--- config.mk ---
export PLATFORM = sky130hd
export DESIGN_NAME = rotation_candidate_filter
export DESIGN_NICKNAME = d
export VERILOG_FILES = /design/src/rtl/rcf_pkg.sv /design/src/rtl/rcf_popcount.sv /design/src/rtl/rcf_weight_gate.sv /design/src/rtl/rcf_rotator.sv /design/src/rtl/rotation_candidate_filter.sv
export SDC_FILE = /design/constraint.sdc
export NUM_CORES = 1
export LEC_CHECK = 0
export BUFFER_PORTS_ARGS = -buffer_cell sky130_fd_sc_hd__buf_4
export CAP_MARGIN = 10
export CORE_UTILIZATION = 63
export CTS_CLUSTER_DIAMETER = 200
export CTS_CLUSTER_SIZE = 14
export DETAILED_ROUTE_END_ITERATION = 10
export HOLD_SLACK_MARGIN = 0.1
export MAX_ROUTING_LAYER = met4
export PLACE_DENSITY = 0.95
export SLEW_MARGIN = 20
export SYNTH_ARGS = -nofsm -noshare
export SYNTH_HDL_FRONTEND = slang
export SYNTH_HIERARCHICAL = 1
export SYNTH_SLANG_ARGS = --single-unit
export TNS_END_PERCENT = 1
--- constraint.sdc ---
create_clock -name clk -period 22.3 [get_ports clk]
set_input_delay 2.23 -clock clk [delete_from_list [all_inputs] [get_ports clk]]
set_output_delay 2.23 -clock clk [all_outputs]
set_load 0.005 [all_outputs]
--- src/rtl/rcf_pkg.sv ---
package rcf_pkg;

   function automatic bit is_pow2(input int v);
      return (v > 0) && ((v & (v - 1)) == 0);
   endfunction

endpackage

--- src/rtl/rcf_popcount.sv ---
module rcf_popcount #(
   parameter int WORD_W = 64,
   parameter int CNT_W  = $clog2(WORD_W + 1)
) (
   input  logic [WORD_W-1:0] word_i,
   output logic [CNT_W-1:0]  ones_o
);
   always_comb begin
      ones_o = '0;
      for (int b = 0; b < WORD_W; b++) begin
         ones_o = ones_o + CNT_W'(word_i[b]);
      end
   end
endmodule

--- src/rtl/rcf_weight_gate.sv ---
module rcf_weight_gate
   import rcf_pkg::*;
#(
   parameter int WORD_W   = 64,
   parameter int CNT_W    = $clog2(WORD_W + 1),
   parameter int MIN_ONES = 19,
   parameter int WT_MOD   = 4,
   parameter int WT_RES   = 3
) (
   input  logic [CNT_W-1:0] ones_i,
   input  logic             match_en_i,
   input  logic [CNT_W-1:0] target_i,
   output logic             keep_o
);
   logic residue_ok;
   logic floor_ok;
   logic exact_ok;

   generate
      if (is_pow2(WT_MOD)) begin : g_mask_res
         localparam logic [CNT_W-1:0] MASK = CNT_W'(WT_MOD - 1);
         assign residue_ok = ((ones_i & MASK) == CNT_W'(WT_RES));
      end else begin : g_div_res
         assign residue_ok = ((ones_i % CNT_W'(WT_MOD)) == CNT_W'(WT_RES));
      end
   endgenerate

   assign floor_ok = (ones_i >= CNT_W'(MIN_ONES));
   assign exact_ok = !match_en_i || (ones_i == target_i);
   assign keep_o   = residue_ok && floor_ok && exact_ok;
endmodule

--- src/rtl/rcf_rotator.sv ---
module rcf_rotator #(
   parameter int WORD_W = 64,
   parameter int IDX_W  = $clog2(WORD_W)
) (
   input  logic [WORD_W-1:0] word_i,
   input  logic [IDX_W-1:0]  amt_i,
   output logic [WORD_W-1:0] word_o
);
   logic [WORD_W-1:0] stg [IDX_W+1];

   assign stg[0] = word_i;

   generate
      for (genvar s = 0; s < IDX_W; s++) begin : g_stage
         localparam int SH = (1 << s) % WORD_W;
         if (SH == 0) begin : g_pass
            assign stg[s+1] = stg[s];
         end else begin : g_rot
            assign stg[s+1] = amt_i[s]
               ? {stg[s][WORD_W-SH-1:0], stg[s][WORD_W-1:WORD_W-SH]}
               : stg[s];
         end
      end
   endgenerate

   assign word_o = stg[IDX_W];
endmodule

--- src/rtl/rotation_candidate_filter.sv ---
module rotation_candidate_filter #(
   parameter int WORD_W   = 64,
   parameter int MIN_ONES = 19,
   parameter int WT_MOD   = 4,
   parameter int WT_RES   = 3,
   localparam int IDX_W   = $clog2(WORD_W),
   localparam int CNT_W   = $clog2(WORD_W + 1)
) (
   input  logic              clk,
   input  logic              rst,
   input  logic              in_valid,
   output logic              in_ready,
   input  logic [WORD_W-1:0] in_word,
   input  logic              match_en,
   input  logic [CNT_W-1:0]  target_k,
   output logic              out_valid,
   input  logic              out_ready,
   output logic [WORD_W-1:0] out_word,
   output logic [IDX_W-1:0]  out_rot
);
   generate
      if (WORD_W < 2) begin : g_bad_width
         $error("WORD_W must be at least 2");
      end
      if (MIN_ONES < 0 || MIN_ONES > WORD_W) begin : g_bad_floor
         $error("MIN_ONES must lie in 0..WORD_W");
      end
      if (WT_MOD < 1 || WT_RES < 0 || WT_RES >= WT_MOD) begin : g_bad_res
         $error("WT_RES must lie in 0..WT_MOD-1");
      end
   endgenerate

   localparam logic [IDX_W-1:0] LAST_ROT = IDX_W'(WORD_W - 1);

   logic              busy_q;
   logic [WORD_W-1:0] base_q;
   logic [IDX_W-1:0]  rot_q;
   logic [CNT_W-1:0]  in_ones;
   logic              keep;
   logic              last_rot;
   logic              fire;
   logic              take_in;

   rcf_popcount #(.WORD_W(WORD_W), .CNT_W(CNT_W)) u_count (
      .word_i (in_word),
      .ones_o (in_ones)
   );

   rcf_weight_gate #(
      .WORD_W   (WORD_W),
      .CNT_W    (CNT_W),
      .MIN_ONES (MIN_ONES),
      .WT_MOD   (WT_MOD),
      .WT_RES   (WT_RES)
   ) u_gate (
      .ones_i     (in_ones),
      .match_en_i (match_en),
      .target_i   (target_k),
      .keep_o     (keep)
   );

   rcf_rotator #(.WORD_W(WORD_W), .IDX_W(IDX_W)) u_rot (
      .word_i (base_q),
      .amt_i  (rot_q),
      .word_o (out_word)
   );

   assign last_rot = (rot_q == LAST_ROT);
   assign fire     = busy_q && out_ready;
   assign in_ready = !busy_q || (out_ready && last_rot);
   assign take_in  = in_valid && in_ready;

   always_ff @(posedge clk) begin
      if (rst) begin
         busy_q <= 1'b0;
         rot_q  <= '0;
         base_q <= '0;
      end else if (take_in) begin
         busy_q <= keep;
         rot_q  <= '0;
         if (keep) begin
            base_q <= in_word;
         end
      end else if (fire) begin
         if (last_rot) begin
            busy_q <= 1'b0;
            rot_q  <= '0;
         end else begin
            rot_q  <= rot_q + IDX_W'(1);
         end
      end
   end

   assign out_valid = busy_q;
   assign out_rot   = rot_q;
endmodule

Word-level counts from Yosys, hierarchy flattened --
Cells that the tools add are included.
Cells by class: multiplexer cells 10, equal/unequal tests 3, reduce and logical (&&, ||, !) cells 14, magnitude comparators 1, $add $sub $neg 64
Operators with widths (count):
- adder 7 x 1 -> 7 bit | 62
- two-way mux 64 bit | 6
- equality test 7 bit | 1
- greater-or-equal comparator 7 x 5 -> 1 bit, second input constant | 1
- adder 6 x 1 -> 6 bit, second input constant | 1
- equality test 6 bit, second input constant | 1
- two-way mux 6 bit | 1
- logical AND 1 bit | 5
- AND reduction 2 bit | 2
- nonzero test 2 bit | 2
- two-way mux 1 bit | 3
- adder 1 x 1 -> 2 bit | 1
- equality test 2 bit, second input constant | 1
- zero test 1 bit | 2
- logical OR 1 bit | 2
- OR reduction 2 bit | 1
Word-level totals: input port bits 76, word-level logic and storage cells 95, register bits after elaboration 71, output and inout port bits 72

Longest topological paths before layout --
Gate-level depths: netlist of the first run.
word-level depth 67, depth in mapped cells 29, depth with buffers taken out 27

Hierarchy --
The synthesis of the first run kept the hierarchy.
Modules (own cells, without submodules):
- rcf_rotator | instances 1, cells each 234, sequential area each 0.0 um^2, area each 4609.4 um^2
- rotation_candidate_filter | instances 1, cells each 316, sequential area each 1421.4 um^2, area each 3244.4 um^2
- rcf_popcount | instances 1, cells each 172, sequential area each 0.0 um^2, area each 1729.2 um^2
- rcf_weight_gate | instances 1, cells each 11, sequential area each 0.0 um^2, area each 87.6 um^2

Worst setup path after synthesis of the first run --
Ideal clock, no wire load.
path type input port to flip-flop, start input in_word[53], end register base_q[0], path buffers 2, setup slack 13.411 ns, cell stages on the path 28, setup time 0.072 ns, data required time 22.228 ns, arrival 8.817 ns, cells stage by stage fa_1 inv_1 fa_1 inv_1 fa_1 inv_1 fa_1 inv_1 fa_1 inv_1 fa_1 fa_1 fa_1 inv_1 ha_1 fa_1 a21o_2 a211oi_1 a21oi_1 xor2_1 nor4_1 nand4_1 a21oi_1 nand2_1 and2b_2 buf_8 buf_12 mux2i_1
On the way: cells in the longest elaborated chain, start to end 15, elaborated cells on any way between the ends 18, those cells by class add/sub: 11; order compare: 1; eq/ne: 2; reduce/logical: 4
Ends and longest elaborated chain:
- start: declaration | line rotation_candidate_filter.sv:13 | input logic [WORD_W-1:0] in_word,
- adder 7 x 1 -> 7 bit * (11 in series) | line rcf_popcount.sv:11 | ones_o = ones_o + CNT_W'(word_i[b]);
- via in_ones[4] | line rotation_candidate_filter.sv:38 | logic [CNT_W-1:0] in_ones;
- greater-or-equal comparator 7 x 5 -> 1 bit / equality test 7 bit (equally long branches) | line rcf_weight_gate.sv:28, rcf_weight_gate.sv:29
- logical AND 1 bit / logical OR 1 bit (equally long branches) | line rcf_weight_gate.sv:30, rcf_weight_gate.sv:29
- logical AND 1 bit * | line rcf_weight_gate.sv:30 | assign keep_o = residue_ok && floor_ok && exact_ok;
- via keep | line rotation_candidate_filter.sv:39 | logic keep;
- AND reduction 2 bit (no line) *
- end signal: assignment | line rotation_candidate_filter.sv:82 | base_q <= in_word;
- end: declaration | line rotation_candidate_filter.sv:36 | logic [WORD_W-1:0] base_q;
Mark *: on every way through the listed nets, which the timed path passes. The rest lies on a longest branch. A chain may end at the register's enable or synchronous reset.

Worst setup path after layout of the first run --
start input in_word[17], end register base_q[29]
On the way: cells in the longest elaborated chain, start to end 51, elaborated cells on any way between the ends 54, those cells by class add/sub: 47; order compare: 1; eq/ne: 2; reduce/logical: 4
Ends and longest elaborated chain (line):
- adder 7 x 1 -> 7 bit * (47 in series) | rcf_popcount.sv:11
- via in_ones[4] | rotation_candidate_filter.sv:38
- greater-or-equal comparator 7 x 5 -> 1 bit / equality test 7 bit (equally long branches) | rcf_weight_gate.sv:28, rcf_weight_gate.sv:29
- logical AND 1 bit / logical OR 1 bit (equally long branches) | rcf_weight_gate.sv:30, rcf_weight_gate.sv:29
- logical AND 1 bit * | rcf_weight_gate.sv:30
- via keep | rotation_candidate_filter.sv:39
- AND reduction 2 bit (no line) *
Marked as above.

==> impl_metrics.env, run 1 <==
export IMPL_slew_headroom=0.298
export IMPL_synth_nets=879
export IMPL_synth_edf_count=0
export IMPL_die_y_um=126
export IMPL_synth_avg_cell_area_um2=13.2
export IMPL_final_cell_mix="mux4_2, buf_4, nand2b_1"
export IMPL_instances_no_fill=1021
export IMPL_p_leak_nw=4.00
export IMPL_dpl_instance_area_mm2=0.0106
export IMPL_drtAntennaViolNets=0
export IMPL_antenna_found_initial=0
export IMPL_slowest_delay_ps=780
export IMPL_crit_slowest_cell="buf_4"
export IMPL_ctsHoldBuffers=0
export IMPL_synth_xor_area_frac=0.0109
export IMPL_drv_cap=0
export IMPL_synth_fa_ha_area_frac=0.132
export IMPL_finalCritPeriodShare=0.438
export IMPL_cp_max_fo=64
export IMPL_finalWirelength_um=26100
export IMPL_switching_power_mw=0.876
export IMPL_total_power_mw=1.81
export IMPL_slew_viol_final=0
export IMPL_cp_startpoint="in_word[17]"
export IMPL_holdWs_ps=532
export IMPL_yosysWarnings=6
export IMPL_synth_cell_types=44
export IMPL_routedWlPerCell_um=25.6
export IMPL_worst_slack_ps=12530
export IMPL_synthesis_area_mm2=0.00967
export IMPL_hp_class="reg2reg"
export IMPL_path_class="in2reg"
export IMPL_core_mm2=0.0148
export IMPL_rsz0062_at_grt="no"
export IMPL_root_buffer="clkbuf_16"
export IMPL_path_depth=26
export IMPL_h_tree_depth=3
export IMPL_worst_setup_path_end_kind="flip-flop"
export IMPL_peakVddDrop_uv=535
export IMPL_vias=7379
export IMPL_async_reset_ff_frac=0
export IMPL_layout_nets=979
export IMPL_yosysSeqAreaShare=0.147
export IMPL_hold_violations=0
export IMPL_grt_pass1_vias=7186
export IMPL_powerDensity_mw_per_mm2=167
export IMPL_cts_tree="done"
export IMPL_fin_util=0.737
export IMPL_reg2regPathDepth=6
export IMPL_place_ws_ps=12240
export IMPL_synth_compound_area_frac=0.0188
export IMPL_postLayoutCellArea_mm2=0.0109
export IMPL_ios=148
export IMPL_tns_ps=0
export IMPL_synth_top_family_by_area="multiplexers"
export IMPL_grt_start_max_net_pins=132
export IMPL_start_util=0.655
export IMPL_dp_hpwl_um=20300
export IMPL_cts_sink_count=71
export IMPL_worstPathRequired_ps=22550
export IMPL_vias_per_cell=7.23
export IMPL_row_count=44
export IMPL_routabilityCongestion=0.997
export IMPL_seqCellArea_mm2=0.00144
export IMPL_switching_share=0.483
export IMPL_seqPwrFrac=0.083
export IMPL_multi_input_area_mm2=0.00747
export IMPL_cts_buffer_depth=2
export IMPL_cts_buffers=9
export IMPL_fmax_mhz=102
export IMPL_synth_simple_gate_area_frac=0.0959
export IMPL_cp_top_family="adder cells"
export IMPL_muxShareOfSynthArea=0.515
export IMPL_clock_latency_ps=340
export IMPL_skew_ps=4.91
export IMPL_drive_above_1_share=0.442
export IMPL_gr_total_overflow=0
export IMPL_layout_commonest_cell="mux4_2"
export IMPL_ys_flop_type="dfxtp_1"
export IMPL_worst_path_buf_inv=6
export IMPL_critPathLaunchType="input port"
export IMPL_p_int_mw=0.938
export IMPL_finalCriticalPeriod_ps=9770
export IMPL_drt_iter0_drc=766
export IMPL_dieArea_mm2=0.0158
export IMPL_crit_arrival_ps=10020
export IMPL_timing_rr_start="out_rot[0]$_SDFFE_PP0P_"
export IMPL_diodes=0
export IMPL_clkSlewWorstSetupHoldPaths_ps=60
export IMPL_track_usage=0.356
export IMPL_clkPwrFrac=0.073
export IMPL_drt_pass1_iterations=7
export IMPL_cts_resized=0
export IMPL_r2r_end="base_q[29]$_SDFFE_PP0P_"
export IMPL_dp_cells=1006
export IMPL_critPathCapture="base_q[29]$_SDFFE_PP0P_"
export IMPL_ys_ff_latch=71
export IMPL_io_buffers=147
export IMPL_rrSetupSlack_ps=18980
export IMPL_synthCells=733
export IMPL_outcome="complete, no violations"
export IMPL_worstMarginPinSlew_ps=1050
export IMPL_grt_pass1_wl_um=41400
export IMPL_area_delta_synth_final_pct=12.5
export IMPL_pwr_share_comb=0.845
export IMPL_setup_viol=0
export IMPL_die_w_um=126
export IMPL_critPathMostFrequentCell="fa_1"
export IMPL_drc=0
export IMPL_post_cts_buffers=0
export IMPL_fillers=872
## power by group through the flow
stage               Combinational [mW]  Sequential, mW  Clock [mW]
CTS                               1.51           0.149       0.132
detailed placement                1.50           0.152           0
global route                      1.66           0.150       0.138
floorplan                         1.35           0.147           0
global placement                  1.43           0.151           0
finish                            1.53           0.150       0.132
## metal layers
layer | share of wire | track usage | wire [µm]
met1 | 0.34 | 0.472 | 8880
met2 | 0.48 | 0.544 | 12500
met3 | 0.13 | 0.0544 | 3300
met4 | 0.057 | 0.177 | 1500
met5 | 0 | - | 0
## logic make-up after synthesis
kind of cell / count (synthesis)
AOI/OAI and AO/OA: 25
and+or+nand+nor: 152
adders and majority gates: 70
DFF: 71
xor gates and xnor gates: 12
buffers and inverters: 147
muxes: 256
## sequential cells by signal, indices dropped and copies added (netlist names)
signal     count
out_rot        6
base_q        64
out_valid      1
## how the worst min path moves through the flow
stage                            start                      end  cells past startpoint
2_1_floorplan  base_q[40]$_SDFFE_PP0P_  base_q[40]$_SDFFE_PP0P_                      2
3_3_place_gp   base_q[40]$_SDFFE_PP0P_  base_q[40]$_SDFFE_PP0P_                      2
3_5_place_dp   out_rot[1]$_SDFFE_PP0P_  out_rot[1]$_SDFFE_PP0P_                      2
4_1_cts        out_rot[1]$_SDFFE_PP0P_  out_rot[1]$_SDFFE_PP0P_                      2
5_1_grt        base_q[10]$_SDFFE_PP0P_  base_q[10]$_SDFFE_PP0P_                      2
6_report       base_q[10]$_SDFFE_PP0P_  base_q[10]$_SDFFE_PP0P_                      2
## Yosys cell counts, drive strengths merged (2+ instances only)
| master | count | area [µm²] |
|---|---|---|
| mux4 | 192 | 4340 |
| nand2b | 128 | 801 |
| inv | 84 | 315 |
| dfxtp | 71 | 1420 |
| mux2i | 64 | 641 |
| fa | 54 | 1080 |
| buf | 33 | 350 |
| clkbuf | 30 | 113 |
| ha | 16 | 200 |
| a21oi | 8 | 40.0 |
| xor2 | 7 | 61.3 |
| nand2 | 6 | 22.5 |
| nor2 | 5 | 18.8 |
| xnor2 | 5 | 43.8 |
| a21o | 4 | 33.8 |
| nand4 | 3 | 18.8 |
| o21ai | 3 | 22.5 |
| a211oi | 2 | 15.0 |
## layout make-up
type | count | share of cell area
Sequential cell | 71 | 0.132
Inverter | 84 | 0.0290
Timing Repair Buffer | 152 | 0.106
Clock inverter | 5 | 0.00322
Multi-Input combinational cell | 515 | 0.687
Tap cell | 184 | 0.0212
Clock buffer | 10 | 0.0220
## tightest hold or removal path: stages, from the launching register on
cell      delay, ps
dfxtp_1         340
nand2b_1         80
mux2i_1          60
Note: power is estimated with default switching activity, not from simulation.
==> inputs of run 2 (changes only) <==
ABC_AREA = 1   (was not set)
CORE_UTILIZATION = 54   (was 63)
PLACE_DENSITY = 0.9   (was 0.95)
clock period = 8.76 ns   (was 22.3 ns; I/O delays follow)
==> impl_metrics.env, run 2 <==
export IMPL_drv_cap=0
export IMPL_finalCriticalPeriod_ps=7650
export IMPL_row_count=49
export IMPL_cp_max_fo=23
export IMPL_synth_area_leaders="nand3_1, nand2_1, dfxtp_1, fa_1, inv_1"
export IMPL_synth_most_common_cell="nand2_1"
export IMPL_clkSlewWorstSetupHoldPaths_ps=60
export IMPL_grt_pass1_wl_um=54700
export IMPL_drt_pass1_iterations=9
export IMPL_cts_tree="done"
export IMPL_yosysSeqAreaShare=0.141
export IMPL_slew_headroom=0.259
export IMPL_die_w_um=138
export IMPL_ctsHoldBuffers=0
export IMPL_crit_arrival_ps=7920
export IMPL_fmax_mhz=131
export IMPL_hold_end="base_q[48]$_SDFFE_PP0P_"
export IMPL_layout_commonest_cell="nand2_1"
export IMPL_cp_startpoint="in_word[17]"
export IMPL_worstMarginPinSlew_ps=1110
export IMPL_hp_class="reg2reg"
export IMPL_hold_depth=4
export IMPL_ios=148
export IMPL_crit_slowest_cell="fa_1"
export IMPL_vias_per_cell=5.67
export IMPL_clock_latency_ps=340
export IMPL_finalWirelength_um=34400
export IMPL_tns_ps=0
export IMPL_routedWlPerCell_um=16.5
export IMPL_synth_avg_cell_area_um2=5.61
export IMPL_async_reset_ff_frac=0
export IMPL_slowest_delay_ps=560
export IMPL_r2r_end="base_q[49]$_SDFFE_PP0P_"
export IMPL_track_usage=0.373
export IMPL_drt_iter0_drc=1604
export IMPL_drtAntennaViolNets=0
export IMPL_diodes=0
export IMPL_timing_rr_start="out_rot[1]$_SDFFE_PP0P_"
export IMPL_synth_nets=1938
export IMPL_io_buffers=147
export IMPL_rrSetupSlack_ps=5130
export IMPL_routabilityCongestion=1.04
export IMPL_critPathMostFrequentCell="fa_1"
export IMPL_reg2regPathDepth=12
export IMPL_final_cell_mix="nand2_1, nand3_1, inv_1"
export IMPL_cts_resized=0
export IMPL_synthesis_area_mm2=0.0101
export IMPL_antenna_found_initial=0
export IMPL_ys_ff_latch=71
export IMPL_slew_viol_final=0
export IMPL_worstPathRequired_ps=9030
export IMPL_post_cts_buffers=0
export IMPL_area_delta_synth_final_pct=11.7
export IMPL_path_class="in2reg"
export IMPL_yosysWarnings=6
export IMPL_dieArea_mm2=0.0192
export IMPL_layout_nets=1995
export IMPL_rsz0062_at_grt="no"
export IMPL_finalCritPeriodShare=0.874
export IMPL_dp_hpwl_um=26700
export IMPL_cp_top_family="adder cells"
export IMPL_ys_top_cells_by_count="nand2_1, nand3_1, inv_1"
export IMPL_yosysTopAreaCell="nand3_1"
export IMPL_cts_sink_count=71
export IMPL_ys_flop_type="dfxtp_1"
export IMPL_drc=20
export IMPL_outcome="finished with violations"
export IMPL_cts_buffer_depth=2
export IMPL_grt_start_max_net_pins=71
export IMPL_vias=11800
export IMPL_failed_checks="DRC"
export IMPL_synthCells=1792
export IMPL_synth_edf_count=0
export IMPL_core_mm2=0.0181
export IMPL_synth_top_cell_area_share=0.258
export IMPL_setup_viol=0
export IMPL_critPathLaunchType="input port"
export IMPL_die_y_um=138
export IMPL_worst_path_buf_inv=8
export IMPL_worst_setup_path_end_kind="flip-flop"
export IMPL_cts_buffers=9
export IMPL_root_buffer="clkbuf_16"
export IMPL_largest_reg_flops=64
export IMPL_min_from="base_q[48]$_SDFFE_PP0P_"
export IMPL_h_tree_depth=3
export IMPL_regMostFlops="base_q"
export IMPL_start_util=0.556
export IMPL_synth_cell_types=26
export IMPL_drive_above_1_share=0.115
export IMPL_skew_ps=11.8
export IMPL_gr_total_overflow=0
export IMPL_hold_violations=0
export IMPL_grt_pass1_vias=10700
run 2: cell types whose count changed in the layout (fill, tap and decap cells not counted), sizes merged, moves of 3 or more:
cell	previous run	this run
buf	152	159
mux4	192	0
mux2i	64	0
nand3	1	520
nand4	3	65
nor2	5	77
a21o	4	0
inv	84	303
nand2	6	558
xnor2	5	2
nand2b	128	0
run 2: kinds of logic (layout without fill, tap and decap cells):
group,after synthesis,count (layout),share of synthesized area
flip-flops,71,71,0.141
adder cells (fa/ha/maj),70,70,0.127
AO/OA/AOI/OAI,8,8,0.00460
AND/OR/NAND/NOR,1222,1222,0.546
buffers and inverters,413,475,0.174
XOR/XNOR,8,8,0.00697
run 2: worst max-delay path by stage:
stage,endpoint,slack [ps],cells after the start
3_5_place_dp,base_q[2]$_SDFFE_PP0P_,790,29
4_1_cts,base_q[49]$_SDFFE_PP0P_,1070,29
5_1_grt,base_q[49]$_SDFFE_PP0P_,660,34
3_3_place_gp,base_q[4]$_SDFFE_PP0P_,900,28
2_1_floorplan,base_q[0]$_SDFFE_PP0P_,1570,31
6_report,base_q[49]$_SDFFE_PP0P_,1110,30
run 2: layout make-up:
class	count	area [µm²]
multi-input combinational	1308	6890
fill	1719	6860
sequential	71	1430
timing repair buffer	159	1190
inverter	300	1130
tap	229	287
clock buffer	9	225
clock inverter	7	78.8
run 2: layer usage:
layer | track usage | share of wire | up-vias
met5 | - | 0 | -
met3 | 0.0412 | 0.083 | 85
met2 | 0.575 | 0.45 | 587
met4 | 0.166 | 0.046 | 0
met1 | 0.493 | 0.42 | 5362
li1 | - | - | 5777
run 2: worst register-to-register path, cell delays in order (launching register included):
cell	delay, ps
dfxtp_2	320
buf_4	570
ha_1	300
nand2_1	90
nor2_4	140
nand3_1	100
nand2_2	60
buf_4	510
nand3_2	720
buf_4	460
nand2_1	110
inv_1	50
nor2_1	120
run 2: stage by stage:
stage	hold WS, ps	instance area (µm²)	util	cells	setup WS [ps]
finish	530	11200	0.621	2083	1110
global route	561	11200	0.621	2083	661
CTS	528	11200	0.621	2083	1070
detailed placement	516	10900	0.604	2067	785
global placement	511	10900	0.604	2067	901
floorplan	499	10100	-	1792	1570
Power of run 2 is not shown: default switching activity piles up to over one toggle a cycle in this logic, so the estimate is an artifact.
==> inputs of run 3 (changes only) <==
CELL_PAD_IN_SITES_DETAIL_PLACEMENT = 0   (was not set)
CELL_PAD_IN_SITES_GLOBAL_PLACEMENT = 1   (was not set)
CORE_UTILIZATION = 36   (was 54)
PLACE_DENSITY = 0.89   (was 0.9)
==> impl_metrics.env, run 3 (synthesis gave the netlist of run 2 again) <==
export IMPL_outcome="complete, no violations"
export IMPL_largest_reg_flops=64
export IMPL_gr_total_overflow=0
export IMPL_row_count=60
export IMPL_drv_cap=0
export IMPL_drt_iter0_drc=1372
export IMPL_fillers=2984
export IMPL_io_buffers=147
export IMPL_cts_sink_count=71
export IMPL_clock_latency_ps=350
export IMPL_finalCriticalPeriod_ps=7570
export IMPL_dp_hpwl_um=28700
export IMPL_cp_max_fo=45
export IMPL_slew_headroom=0.247
export IMPL_drt_pass1_iterations=6
export IMPL_h_tree_depth=3
export IMPL_slew_viol_final=0
export IMPL_ios=148
export IMPL_layout_commonest_cell="nand2_1"
export IMPL_grt_start_max_net_pins=71
export IMPL_cts_tree="done"
export IMPL_finalWirelength_um=36400
export IMPL_die_w_um=169
export IMPL_drtAntennaViolNets=0
export IMPL_cp_top_family="adder cells"
export IMPL_cts_buffers=9
export IMPL_vias=11600
export IMPL_critPathLaunchType="input port"
export IMPL_die_y_um=169
export IMPL_routedWlPerCell_um=16.4
export IMPL_cts_resized=0
export IMPL_antenna_found_initial=0
export IMPL_path_class="in2reg"
export IMPL_worstPathRequired_ps=9040
export IMPL_rsz0062_at_grt="no"
export IMPL_ctsHoldBuffers=0
export IMPL_hold_violations=0
export IMPL_hp_class="reg2reg"
export IMPL_drive_above_1_share=0.114
export IMPL_top_layer="met4"
export IMPL_diodes=0
export IMPL_core_mm2=0.0272
export IMPL_grt_pass1_vias=10600
export IMPL_setup_viol=0
export IMPL_skew_ps=9.12
export IMPL_met1Wirelength_um=16400
export IMPL_post_cts_buffers=0
export IMPL_worst_setup_path_end_kind="flip-flop"
export IMPL_crit_arrival_ps=7860
export IMPL_slowest_delay_ps=550
export IMPL_postLayoutCellArea_mm2=0.0114
export IMPL_cts_buffer_depth=2
export IMPL_tns_ps=0
export IMPL_crit_slowest_cell="fa_1"
export IMPL_fmax_mhz=132
export IMPL_track_usage=0.266
export IMPL_clkSlewWorstSetupHoldPaths_ps=70
export IMPL_drc=0
export IMPL_route_met2_wl_um=15900
export IMPL_final_cell_mix="nand2_1, nand3_1, inv_1"
export IMPL_dpl_instance_area_mm2=0.0111
export IMPL_regMostFlops="base_q"
export IMPL_dieArea_mm2=0.0286
export IMPL_vias_per_cell=5.23
export IMPL_layout_nets=1993
export IMPL_wl_met3_um=2370
export IMPL_worst_path_buf_inv=8
export IMPL_root_buffer="clkbuf_16"
export IMPL_finalCritPeriodShare=0.865
export IMPL_worstMarginPinSlew_ps=1130
export IMPL_routabilityCongestion=1.01
export IMPL_area_delta_synth_final_pct=13.6
export IMPL_grt_pass1_wl_um=57600
export IMPL_start_util=0.370
export IMPL_critPathMostFrequentCell="fa_1"
[run 3: changes by cell type in the layout (fill, tap and decap cells not counted)]
cell	before	now
buf_4	159	156
clkinv_4	2	0
bufinv_16	1	2
buf_12	0	1
inv_1	281	280
clkbuf_1	0	1
inv_2	19	17
clkinv_2	1	4
clkinvlp_4	0	2
inv_6	3	0
clkinv_1	0	1
[run 3: worst register-to-register path: stages (launching register included)]
cell	delay, ps
dfxtp_2	330
buf_4	560
ha_1	300
nand2_1	90
nor2_4	150
nand3_1	100
nand2_2	60
buf_4	520
nand3_2	710
buf_12	420
nand2_1	140
inv_2	40
nor2_1	90
[run 3: final timing paths]
path / from / endpoint / slack, ps / depth (start not counted)
setup / recovery: in_word[17] / base_q[4]$_SDFFE_PP0P_ / 1190 / 30
hold / removal: base_q[21]$_SDFFE_PP0P_ / base_q[21]$_SDFFE_PP0P_ / 530 / 4
setup reg to reg: out_rot[1]$_SDFFE_PP0P_ / base_q[4]$_SDFFE_PP0P_ / 5210 / 12
hold reg to reg: base_q[21]$_SDFFE_PP0P_ / base_q[21]$_SDFFE_PP0P_ / 530 / 4
[run 3: layer usage]
layer | vias to the layer above | GRT usage
met5 | - | -
met4 | 0 | 0.112
met3 | 76 | 0.0374
met2 | 464 | 0.400
met1 | 5324 | 0.355
li1 | 5767 | -
[run 3: cell type report]
type / instances / area, µm² / share of cell area
Multi-Input combinational cell: 1308 / 6890 / 0.603
Sequential cell: 71 / 1430 / 0.125
Timing Repair Buffer: 157 / 1190 / 0.104
Inverter: 300 / 1130 / 0.0988
Tap cell: 372 / 465 / 0.0408
Clock buffer: 10 / 229 / 0.0201
Clock inverter: 6 / 85.1 / 0.00745
[run 3: stage by stage]
step	cells	util	hold slack [ps]	setup slack [ps]
2_1_floorplan	1792	-	499	1570
3_3_place_gp	2208	0.409	516	984
3_5_place_dp	2208	0.409	516	857
4_1_cts	2224	0.420	528	1200
5_1_grt	2224	0.420	558	784
6_report	2224	0.420	530	1190
Power of run 3 is left out for the same reason.
